## src/rtl/i2c_rs_pkg.sv

```systemverilog
package i2c_rs_pkg;

    localparam int CMD_W   = 5;
    localparam int REQ_BIT = 1;

    typedef enum logic [2:0] {
        ST_IDLE     = 3'd0,
        ST_PULL_SCL = 3'd1,
        ST_SDA_REL  = 3'd2,
        ST_SCL_WAIT = 3'd3,
        ST_SETUP    = 3'd4,
        ST_HOLD     = 3'd5
    } rs_state_e;

endpackage

```

## src/rtl/i2c_rs_baud.sv

```systemverilog
// Reloadable baud down-counter: a load of N gives done again after N+1 clocks.
module i2c_rs_baud #(
    parameter int RELOAD_W = 7
) (
    input  logic                clk,
    input  logic                rst_n,
    input  logic                load_i,
    input  logic [RELOAD_W-1:0] reload_i,
    output logic                done_o
);

    typedef struct packed {
        logic                run;
        logic [RELOAD_W-1:0] cnt;
    } baud_t;

    baud_t b_d, b_q;

    always_comb begin
        b_d = b_q;
        if (load_i) begin
            b_d.run = 1'b1;
            b_d.cnt = reload_i;
        end else if (b_q.run) begin
            if (b_q.cnt == '0) begin
                b_d.run = 1'b0;
            end else begin
                b_d.cnt = b_q.cnt - 1'b1;
            end
        end
    end

    always_ff @(posedge clk or negedge rst_n) begin
        if (!rst_n) begin
            b_q <= '0;
        end else begin
            b_q <= b_d;
        end
    end

    assign done_o = !b_q.run || (b_q.cnt == '0);

endmodule

```

## src/rtl/i2c_rs_linemon.sv

```systemverilog
// Watches the sampled lines and flags SDA falling while SCL is held high.
module i2c_rs_linemon (
    input  logic clk,
    input  logic rst_n,
    input  logic sda_i,
    input  logic scl_i,
    output logic start_o
);

    typedef struct packed {
        logic sda;
        logic scl;
    } lines_t;

    lines_t l_d, l_q;

    always_comb begin
        l_d.sda = sda_i;
        l_d.scl = scl_i;
    end

    always_ff @(posedge clk or negedge rst_n) begin
        if (!rst_n) begin
            l_q <= '1;
        end else begin
            l_q <= l_d;
        end
    end

    assign start_o = l_q.sda && l_q.scl && !sda_i && scl_i;

endmodule

```

## src/rtl/i2c_rs_top.sv

```systemverilog
module i2c_rs_top #(
    parameter int RELOAD_W = 7,
    parameter int DATA_W   = 8
) (
    input  logic                         clk,
    input  logic                         rst_n,
    input  logic                         cmd_we,
    input  logic [i2c_rs_pkg::CMD_W-1:0] cmd_wdata,
    input  logic [RELOAD_W-1:0]          reload,
    input  logic                         bus_idle,
    input  logic                         sda_in,
    input  logic                         scl_in,
    input  logic                         buf_we,
    input  logic [DATA_W-1:0]            buf_wdata,
    input  logic                         flag_clr,
    output logic                         sda_drive_low,
    output logic                         scl_drive_low,
    output logic [i2c_rs_pkg::CMD_W-1:0] cmd_bits,
    output logic                         start_seen,
    output logic                         done_irq,
    output logic                         wcol,
    output logic                         bcol,
    output logic [DATA_W-1:0]            buf_data
);

    import i2c_rs_pkg::*;

    typedef struct packed {
        rs_state_e         state;
        logic              scl_low;
        logic              sda_low;
        logic [CMD_W-1:0]  cmd;
        logic              start_seen;
        logic              irq;
        logic              wcol;
        logic              bcol;
        logic [DATA_W-1:0] buf_data;
    } regs_t;

    regs_t r_d, r_q;

    logic tmr_load;
    logic tmr_done;
    logic line_start;
    logic busy;
    logic req_ok;

    i2c_rs_baud #(
        .RELOAD_W (RELOAD_W)
    ) u_baud (
        .clk      (clk),
        .rst_n    (rst_n),
        .load_i   (tmr_load),
        .reload_i (reload),
        .done_o   (tmr_done)
    );

    i2c_rs_linemon u_mon (
        .clk     (clk),
        .rst_n   (rst_n),
        .sda_i   (sda_in),
        .scl_i   (scl_in),
        .start_o (line_start)
    );

    assign busy   = (r_q.state != ST_IDLE);
    assign req_ok = cmd_we && cmd_wdata[REQ_BIT] && bus_idle && !busy;

    always_comb begin
        r_d      = r_q;
        tmr_load = 1'b0;

        // sticky flags: clear first so a same-cycle set wins
        if (flag_clr) begin
            r_d.irq        = 1'b0;
            r_d.wcol       = 1'b0;
            r_d.bcol       = 1'b0;
            r_d.start_seen = 1'b0;
        end
        if (line_start) begin
            r_d.start_seen = 1'b1;
        end

        // transmit buffer: refused while the sequence owns the bus
        if (buf_we) begin
            if (busy) begin
                r_d.wcol = 1'b1;
            end else begin
                r_d.buf_data = buf_wdata;
            end
        end

        unique case (r_q.state)
            ST_IDLE: begin
                if (cmd_we) begin
                    r_d.cmd          = cmd_wdata;
                    r_d.cmd[REQ_BIT] = req_ok;
                end
                if (req_ok) begin
                    r_d.scl_low = 1'b1;
                    r_d.state   = ST_PULL_SCL;
                end
            end
            ST_PULL_SCL: begin
                if (!scl_in) begin
                    r_d.sda_low = 1'b0;
                    tmr_load    = 1'b1;
                    r_d.state   = ST_SDA_REL;
                end
            end
            ST_SDA_REL: begin
                if (tmr_done && sda_in) begin
                    r_d.scl_low = 1'b0;
                    r_d.state   = ST_SCL_WAIT;
                end
            end
            ST_SCL_WAIT: begin
                if (scl_in) begin
                    if (!sda_in) begin
                        r_d.bcol         = 1'b1;
                        r_d.scl_low      = 1'b0;
                        r_d.sda_low      = 1'b0;
                        r_d.cmd[REQ_BIT] = 1'b0;
                        r_d.state        = ST_IDLE;
                    end else begin
                        tmr_load  = 1'b1;
                        r_d.state = ST_SETUP;
                    end
                end
            end
            ST_SETUP: begin
                if (!scl_in) begin
                    r_d.bcol         = 1'b1;
                    r_d.scl_low      = 1'b0;
                    r_d.sda_low      = 1'b0;
                    r_d.cmd[REQ_BIT] = 1'b0;
                    r_d.state        = ST_IDLE;
                end else if (tmr_done) begin
                    r_d.sda_low = 1'b1;
                    tmr_load    = 1'b1;
                    r_d.state   = ST_HOLD;
                end
            end
            ST_HOLD: begin
                if (tmr_done) begin
                    r_d.cmd[REQ_BIT] = 1'b0;
                    r_d.irq          = 1'b1;
                    r_d.state        = ST_IDLE;
                end
            end
            default: begin
                r_d.state = ST_IDLE;
            end
        endcase
    end

    always_ff @(posedge clk or negedge rst_n) begin
        if (!rst_n) begin
            r_q       <= '0;
            r_q.state <= ST_IDLE;
        end else begin
            r_q <= r_d;
        end
    end

    assign sda_drive_low = r_q.sda_low;
    assign scl_drive_low = r_q.scl_low;
    assign cmd_bits      = r_q.cmd;
    assign start_seen    = r_q.start_seen;
    assign done_irq      = r_q.irq;
    assign wcol          = r_q.wcol;
    assign bcol          = r_q.bcol;
    assign buf_data      = r_q.buf_data;

endmodule

```

## config.mk

```make
export PLATFORM = sky130hd
export DESIGN_NAME = i2c_rs_top
export DESIGN_NICKNAME = d
export VERILOG_FILES = /design/src/rtl/i2c_rs_pkg.sv /design/src/rtl/i2c_rs_baud.sv /design/src/rtl/i2c_rs_linemon.sv /design/src/rtl/i2c_rs_top.sv
export SDC_FILE = /design/constraint.sdc
export NUM_CORES = 1
export LEC_CHECK = 0
export BUFFER_PORTS_ARGS = -buffer_cell sky130_fd_sc_hd__buf_4
export CORE_MARGIN = 5
export CORE_UTILIZATION = 45
export CTS_CLUSTER_SIZE = 16
export DETAILED_ROUTE_END_ITERATION = 7
export GPL_TIMING_DRIVEN = 0
export PLACE_DENSITY = 0.7
export SLEW_MARGIN = 20
export SYNTH_ARGS = -nofsm -noshare
export SYNTH_HDL_FRONTEND = slang
export SYNTH_HIERARCHICAL = 1
export SYNTH_SLANG_ARGS = --single-unit
```

## constraint.sdc

```tcl
create_clock -name clk -period 2.85 [get_ports clk]
set_clock_uncertainty 0.1 [all_clocks]
set_input_delay 0.285 -clock clk [delete_from_list [all_inputs] [get_ports clk]]
set_output_delay 0.285 -clock clk [all_outputs]
set_load 0.03 [all_outputs]
```

==> results of run 1 <==
[repair_timing]
item,CTS,global route
gates resized for setup,0,5
hold buffers,1,0
setup endpoints to repair,0,6
hold endpoints to repair,30,0
[worst paths after layout]
kind                            endpoint  slack (ns)  depth (start not counted)
min in group asynchronous    cmd_bits[0]        0.38                          2
setup reg to reg           u_baud/b_q[1]        0.18                         10
setup / recovery           u_baud/b_q[1]        0.18                         10
max in group asynchronous   u_mon/l_q[1]        1.94                          2
hold reg to reg                 done_irq        0.39                          1
hold / removal              u_mon/l_q[0]        0.02                          1
[cells in the mapped netlist (3+ instances only)]
master and instances:
o211ai_1 4, mux2i_1 3, nand2_1 18, o2bb2ai_1 3, o21ai_0 3, a21oi_1 5, mux2_4 12, nand2b_1 8
nand3_1 6, o311ai_1 3, nor2_1 9, buf_4 13, inv_1 7, dfrtp_1 30, buf_2 6
[logic make-up after synthesis]
logic type                 share of synthesized area, %
buffers and inverters                              9.99
DFF                                                45.5
AOI/OAI and AO/OA                                  14.7
and+or+nand+nor                                    16.1
xor gates and xnor gates                          0.496
muxes                                              11.9
adders and majority gates                          1.42
[metal layers]
layer	vias up	global-route usage, %	part of all wire [%]
met5	-	0	0
met4	0	5.94	0.88
met3	4	5.51	6.1
met2	39	27.8	51
met1	716	20.0	42
li1	706	-	-
[layout by cell type, fill, tap and decap left out, types with 3 or more instances in the layout]
cell,count
a21oi_1,5
o21ai_0,3
buf_4,59
clkbuf_8,6
nand2b_1,8
buf_2,6
mux2_4,12
o2bb2ai_1,3
nand2_1,18
nor2_1,9
inv_1,7
mux2i_1,3
dfrtp_1,30
nand3_1,6
o311ai_1,3
o211ai_1,4
[worst reg2reg max path: stages (launching register included)]
cell      delay, ns
dfrtp_1        0.40
or4_1          0.49
buf_2          0.17
o21a_1         0.23
inv_2          0.14
nand3b_1       0.12
o22ai_1        0.32
clkbuf_4       0.29
nor2_1         0.06
o211ai_1       0.09
o311ai_1       0.13
[power by group]
group | internal (µW) | switching, µW | total [µW]
Sequential | 646 | 149 | 795
Combinational | 691 | 710 | 1400
Clock | 197 | 156 | 353
[sequential cells by signal, indices dropped and copies added, names as in the netlist]
name / flops
cmd_bits: 5
wcol: 1
bcol: 1
start_seen: 1
done_irq: 1
sda_drive_low: 1
u_mon/l_q: 2
scl_drive_low: 1
buf_data: 8
u_baud/b_q: 8
r_q: 3
[layout make-up]
class	instances	area, µm²	area share, %
plain buffers	21	146	6.43
clock buffers	8	90.1	3.96
inverters	9	33.8	1.48
multi-input cells	108	787	34.6
flip-flops and latches	32	803	35.3
well taps	48	60.1	2.64
repair buffers	47	355	15.6
[stage by stage]
stage	instance area [µm²]	hold WS, ns
finish	2280	0.0241
global route	2280	0.0139
CTS	2270	0.0147
detailed placement	2170	0.148
global placement	2170	0.142
floorplan	1770	-0.111
==> tab_implementation.tex, run 1 <==
\begin{tabular}{lr}
\hline
Metric & Value \\
\hline
\multicolumn{2}{l}{\textbf{Status}} \\
\quad Status & finished clean \\
\multicolumn{2}{l}{\textbf{Synth}} \\
\quad Cell count after synthesis & 170 \\
\quad Avg Inst Size Synth & 10.4 µm² \\
\quad Count of different cell masters after synthesis & 45 \\
\quad Flops \& latches, synth & 32 \\
\quad Biggest area consumer among synthesized cells & dfrtp\_1 \\
\quad Post-synth EDFFs & 0 \\
\quad Net count after synthesis & 200 \\
\quad Share of flip-flops with an asynchronous set or reset after synthesis & 100\% \\
\quad Top cells by area, synth & dfrtp\_1 42\%, mux2\_4 10\%, buf\_4 5.5\% \\
\quad Mapped cell area & 0.00177 mm² \\
\quad Top cell type's share of synthesized area & 42.5\% \\
\quad Ys flop type & dfrtp\_1 \\
\quad Sequential area share after synthesis & 45.5\% \\
\quad Syn. warnings & 6 \\
\multicolumn{2}{l}{\textbf{STA}} \\
\quad Rel. slew slack & 72.5\% \\
\quad Slack of the critical path & 0.183 ns \\
\quad Minimum period implied by the final worst setup slack & 2.67 ns \\
\quad Final setup violation count & 0 \\
\quad Tightest Pin Transition & 0.413 ns \\
\quad Highest attainable clock frequency & 375 MHz \\
\quad Final Hold Fails & 0 \\
\quad Setup TNS & 0 ns \\
\quad Share of the clock period used by the worst path & 93.6\% \\
\quad Pins over their slew limit & 0 \\
\multicolumn{2}{l}{\textbf{Pwr}} \\
\quad Lkg Pwr & 0.00111 µW \\
\quad Ratio of total power to cell area & 1120 mW/mm² \\
\quad Highest ir drop seen on vdd & 0.574 mV \\
\quad Power after layout & 2550 µW \\
\multicolumn{2}{l}{\textbf{Critical path}} \\
\quad Critical Path Sink Type & flip-flop \\
\quad Delay of the slowest critical-path stage & 0.49 ns \\
\quad CP Class & reg -> reg \\
\quad CP max-delay cell & or4\_1 \\
\quad Largest delay share family, worst path & compound AO/OA/AOI/OAI gates \\
\quad Reg-to-reg startpoint & u\_baud/b\_q[4] \\
\quad CP startpoint & u\_baud/b\_q[4] \\
\quad Worst EP arrival & 2.72 ns \\
\quad Sum of buffers and inverters on the critical path & 3 \\
\quad Crit-path max FO & 10 \\
\quad Worst Setup Start Kind & flip-flop \\
\quad Data required time at the worst endpoint & 2.90 ns \\
\quad Chain of cells forming the critical path & or4\_1 > buf\_2 > o21a\_1 > inv\_2 > nand3b\_1 > o22ai\_1 > clkbuf\_4 > nor2\_1 > o211ai\_1 > o311ai\_1 \\
\multicolumn{2}{l}{\textbf{Place}} \\
\quad Cell count after placement & 264 \\
\quad Pre-CTS setup slack & 0.0479 ns \\
\quad HPWL Detailed & 3040 µm \\
\quad Final weighted congestion of routability-driven global placement & 0.870 \\
\quad Port Buffers & 46 \\
\multicolumn{2}{l}{\textbf{CTS}} \\
\quad Sink count of the clock tree & 32 \\
\quad Clock latency on the worst-skew pair & 0.28 ns \\
\quad CTS H-tree depth & 2 \\
\quad CTS Buf Count & 5 \\
\quad Buffer cell driving the clock tree root & clkbuf\_8 \\
\quad Clock tree from TritonCTS & yes \\
\quad Buffers inserted by post-CTS timing repair & 0 \\
\quad CTS clock-pin slew for the worst setup and hold paths & 0.06 ns \\
\quad Deepest clock path buffer count & 2 \\
\multicolumn{2}{l}{\textbf{Routing}} \\
\quad Violation count after the first detailed-routing iteration & 52 \\
\quad Total wire length & 4090 µm \\
\quad Wirelength per Cell & 15.0 µm \\
\quad Drt via density & 5.37 \\
\quad Post-route DRC violation count & 0 \\
\quad Pre-antenna DRT Iters & 4 \\
\quad Via count & 1,465 \\
\quad Count of nets left with antenna violations after detail routing & 0 \\
\multicolumn{2}{l}{\textbf{Global route}} \\
\quad Aggregate global routing overflow & 0 \\
\quad Via count of the first global-routing pass & 1,518 \\
\quad Antenna violations before repair & 0 \\
\quad First-pass GRT wire length & 6910 µm \\
\quad Overall track demand over capacity in global routing & 16.6\% \\
\quad Largest net degree at the start of global routing & 33 \\
\multicolumn{2}{l}{\textbf{Die}} \\
\quad Number of cell rows & 22 \\
\quad Die outline area & 0.00528 mm² \\
\quad Core outline area & 0.00374 mm² \\
\quad Starting utilization of the core area & 47.2\% \\
\quad Horizontal die dimension & 72.7 µm \\
\quad Chip Height & 72.7 µm \\
\quad I/O Pins & 47 \\
\multicolumn{2}{l}{\textbf{Finish}} \\
\quad P\&R area growth vs syn & 28.8\% \\
\quad Cell Count, Final, Fillers Out & 273 \\
\quad Final antenna diode count & 0 \\
\quad Layout Utilization & 60.8\% \\
\quad Fraction of layout instances using a drive strength above 1 & 41.3\% \\
\quad Net count, final & 254 \\
\quad Filler cell count & 330 \\
\multicolumn{2}{l}{\textbf{Worst hold path}} \\
\quad Min-delay src & scl\_in \\
\quad Worst min-delay path category & in -> reg \\
\multicolumn{2}{l}{\textbf{Run}} \\
\quad Max\_cap viols & 0 \\
\hline
\end{tabular}
(Power assumes the default switching activity.)
==> run 2: changes to the inputs <==
--- a/config.mk
+++ b/config.mk
@@ -11,7 +11,7 @@
 export CTS_CLUSTER_SIZE = 16
 export DETAILED_ROUTE_END_ITERATION = 7
 export GPL_TIMING_DRIVEN = 0
-export PLACE_DENSITY = 0.7
+export PLACE_DENSITY = 0.81
 export SLEW_MARGIN = 20
 export SYNTH_ARGS = -nofsm -noshare
 export SYNTH_HDL_FRONTEND = slang
==> run 2 against run 1 <==
Net effect:
- critical path depth did not move
- non-clock buffer count did not move
- count of clock-buffer cells in the layout fell by 1
- hold slack improved by 0.0030 ns
- combinational power barely moved
- via count fell by 1.9%
- total power rose by 3.5%
- fmax rose by 2.9%
==> tab_implementation.tex, run 2 (synthesis results as in run 1) <==
\begin{tabular}{lr}
\hline
Metric & Value \\
\hline
\multicolumn{2}{l}{\textbf{Global route}} \\
\quad Largest net degree at the start of global routing & 33 (unchanged) \\
\quad Antenna violations before repair & 0 (unchanged) \\
\quad Aggregate global routing overflow & 0 (unchanged) \\
\quad Via count of the first global-routing pass & 1,383 (was 1,518) \\
\quad Overall track demand over capacity in global routing & 14.7\% (was 16.6\%) \\
\quad First-pass GRT wire length & 6130 µm (was 6910 µm) \\
\multicolumn{2}{l}{\textbf{STA}} \\
\quad Final setup violation count & 0 (unchanged) \\
\quad Pins over their slew limit & 0 (unchanged) \\
\quad Setup TNS & 0 ns (unchanged) \\
\quad Final Hold Fails & 0 (unchanged) \\
\quad Share of the clock period used by the worst path & 90.9\% (was 93.6\%) \\
\quad Unrepaired setup endpoints after global routing & false \\
\quad Minimum period implied by the final worst setup slack & 2.59 ns (was 2.67 ns) \\
\quad Tightest Pin Transition & 0.394 ns (was 0.413 ns) \\
\quad Highest attainable clock frequency & 386 MHz (was 375 MHz) \\
\quad Rel. slew slack & 73.8\% (was 72.5\%) \\
\multicolumn{2}{l}{\textbf{Routing}} \\
\quad Wirelength per Cell & 13.5 µm (was 15.0 µm) \\
\quad Violation count after the first detailed-routing iteration & 86 (was 52) \\
\quad Pre-antenna DRT Iters & 4 (unchanged) \\
\quad Count of nets left with antenna violations after detail routing & 0 (unchanged) \\
\quad Post-route DRC violation count & 0 (unchanged) \\
\quad Via count & 1,437 (was 1,465) \\
\quad Total wire length & 3690 µm (was 4090 µm) \\
\quad Drt via density & 5.26 (was 5.37) \\
\multicolumn{2}{l}{\textbf{Finish}} \\
\quad Net count, final & 254 (unchanged) \\
\quad P\&R area growth vs syn & 31.1\% (was 28.8\%) \\
\quad Final antenna diode count & 0 (unchanged) \\
\quad Fraction of layout instances using a drive strength above 1 & 42.7\% (was 41.3\%) \\
\quad Cell Count, Final, Fillers Out & 273 (unchanged) \\
\quad Top library cells by usage in the layout, fill and taps aside & 59 x buf\_4, 30 x dfrtp\_1, 18 x nand2\_1, 12 x mux2\_4, 9 x nor2\_1 (unchanged) \\
\quad Filler cell count & 333 (was 330) \\
\quad Commonest non-fill, non-tap cell in the layout & buf\_4 (unchanged) \\
\multicolumn{2}{l}{\textbf{Critical path}} \\
\quad Most frequent cell on the critical path & buf\_2 \\
\quad Worst Setup Start Kind & flip-flop (unchanged) \\
\quad CP max-delay cell & or4\_1 (unchanged) \\
\quad Worst EP arrival & 2.63 ns (was 2.72 ns) \\
\quad Critical Path Sink Type & flip-flop (unchanged) \\
\quad Chain of cells forming the critical path & or4\_1 > buf\_2 > o21a\_1 > inv\_2 > nand3b\_1 > o22ai\_2 > buf\_2 > nor2\_1 > o211ai\_1 > o311ai\_1 (was or4\_1 > buf\_2 > o21a\_1 > inv\_2 > nand3b\_1 > o22ai\_1 > clkbuf\_4 > nor2\_1 > o211ai\_1 > o311ai\_1) \\
\quad CP Class & reg -> reg (unchanged) \\
\quad Crit-path max FO & 10 (unchanged) \\
\quad Data required time at the worst endpoint & 2.89 ns (was 2.90 ns) \\
\quad Delay of the slowest critical-path stage & 0.46 ns (was 0.49 ns) \\
\quad Sum of buffers and inverters on the critical path & 3 (unchanged) \\
\quad Largest delay share family, worst path & compound AO/OA/AOI/OAI gates (unchanged) \\
\multicolumn{2}{l}{\textbf{CTS}} \\
\quad CTS clock-pin slew for the worst setup and hold paths & 0.06 ns (about the same) \\
\quad Sink count of the clock tree & 32 (unchanged) \\
\quad Clock tree from TritonCTS & yes (unchanged) \\
\quad CTS Buf Count & 5 (unchanged) \\
\quad Deepest clock path buffer count & 2 (unchanged) \\
\quad Buffer cell driving the clock tree root & clkbuf\_8 (unchanged) \\
\quad Clock latency on the worst-skew pair & 0.28 ns (about the same) \\
\quad CTS H-tree depth & 2 (unchanged) \\
\multicolumn{2}{l}{\textbf{Die}} \\
\quad I/O Pins & 47 (unchanged) \\
\quad Core outline area & 0.00374 mm² (unchanged) \\
\quad Horizontal die dimension & 72.7 µm (unchanged) \\
\quad Die outline area & 0.00528 mm² (unchanged) \\
\quad Chip Height & 72.7 µm (unchanged) \\
\quad Starting utilization of the core area & 47.2\% (unchanged) \\
\quad Number of cell rows & 22 (unchanged) \\
\multicolumn{2}{l}{\textbf{Pwr}} \\
\quad Combinational share of power & 52.5\% (was 55.0\%) \\
\quad Switching pwr & 995 µW (was 1020 µW) \\
\quad Power share of the clock group & 17.6\% (was 13.8\%) \\
\quad Sequential share of power & 29.9\% (was 31.2\%) \\
\quad P\_int & 1640 µW (was 1530 µW) \\
\quad Fraction of power spent switching nets & 37.7\% (was 39.8\%) \\
\quad Lkg Pwr & 0.00113 µW (was 0.00111 µW) \\
\quad Highest ir drop seen on vdd & 0.585 mV (was 0.574 mV) \\
\quad Ratio of total power to cell area & 1140 mW/mm² (was 1120 mW/mm²) \\
\multicolumn{2}{l}{\textbf{Status}} \\
\quad Status & finished clean (unchanged) \\
\multicolumn{2}{l}{\textbf{Place}} \\
\quad Cell count after placement & 264 (unchanged) \\
\quad Port Buffers & 46 (unchanged) \\
\quad HPWL Detailed & 2760 µm (was 3040 µm) \\
\quad Final weighted congestion of routability-driven global placement & 0.823 (was 0.870) \\
\multicolumn{2}{l}{\textbf{Worst hold path}} \\
\quad Worst min-delay path category & in -> reg (unchanged) \\
\multicolumn{2}{l}{\textbf{Run}} \\
\quad Max\_cap viols & 0 (unchanged) \\
\hline
\end{tabular}
-- run 2: changes by cell type in the layout (fill, tap and decap cells not counted) --
cell | previous run | this run
o22ai_2 | 0 | 1
buf_2 | 6 | 7
clkbuf_1 | 2 | 0
o22ai_1 | 2 | 1
clkbuf_8 | 6 | 7
bufinv_16 | 0 | 1
clkbuf_4 | 1 | 0
-- run 2: path summary, 6_finish.rpt --
path / start / to / slack, ns / depth (start not counted)
hold / removal: scl_in / u_mon/l_q[0] / 0.03 / 1
min in group asynchronous: rst_n / buf_data[4] / 0.39 / 2
max in group asynchronous: rst_n / u_mon/l_q[1] / 1.94 / 2
setup reg to reg: u_baud/b_q[3] / u_baud/b_q[1] / 0.26 / 10
hold reg to reg: start_seen / start_seen / 0.38 / 1
setup / recovery: u_baud/b_q[3] / u_baud/b_q[1] / 0.26 / 10
-- run 2: power groups by stage --
| stage | Sequential [µW] | Clock [µW] | Combinational, µW |
|---|---|---|---|
| finish | 790 | 464 | 1390 |
| global route | 823 | 500 | 1510 |
| CTS | 792 | 478 | 1390 |
| detailed placement | 799 | 0 | 1390 |
| global placement | 789 | 0 | 1360 |
| floorplan | 798 | 0 | 1020 |
-- run 2: area by class of cell --
class / instances / area, µm² / area share, %
Multi-Input combinational cell: 108 / 793 / 34.3
Clock inverter: 1 / 30.0 / 1.30
Sequential cell: 32 / 803 / 34.7
Buffer: 21 / 144 / 6.21
Clock buffer: 7 / 96.3 / 4.16
Inverter: 9 / 33.8 / 1.46
Tap cell: 48 / 60.1 / 2.59
Timing Repair Buffer: 47 / 355 / 15.3
-- run 2: routing by layer --
metal  share of wire, %  track usage [%]  routed length, µm
met5                  0                0                  0
met4               0.79             3.48                 29
met3                8.2             4.96                301
met2                 46             23.7               1710
met1                 45             18.9               1650
-- run 2: repair_timing --
action                                  4_1_cts  5_1_grt
hold endpoints to repair                     30        0
gates resized for setup                       0        5
hold buffers                                  1        0
endpoints found under the setup margin        0        7
buffers inserted                              0        0
-- run 2: worst register-to-register path: cells and delay by family, from the launching register on --
family                 cells  cell delay (ns)
buffers and inverters      3             0.57
DFF                        1             0.43
and+or+nand+nor            3             0.67
AOI/OAI and AO/OA          4             0.67
-- run 2: stage by stage --
step                      hold slack [ns]  area (µm²)  power (µW)  setup WS (ns)  utilization [%]
after floorplan                    -0.111        1770        1810          0.395                -
after global placement              0.140        2170        2150         0.0552             58.0
after detailed placement            0.144        2170        2180         0.0290             58.0
after CTS                          0.0159        2310        2660         0.0136             61.7
after global routing              0.00794        2320        2830         0.0547             61.9
final                              0.0271        2320        2640          0.259             61.9
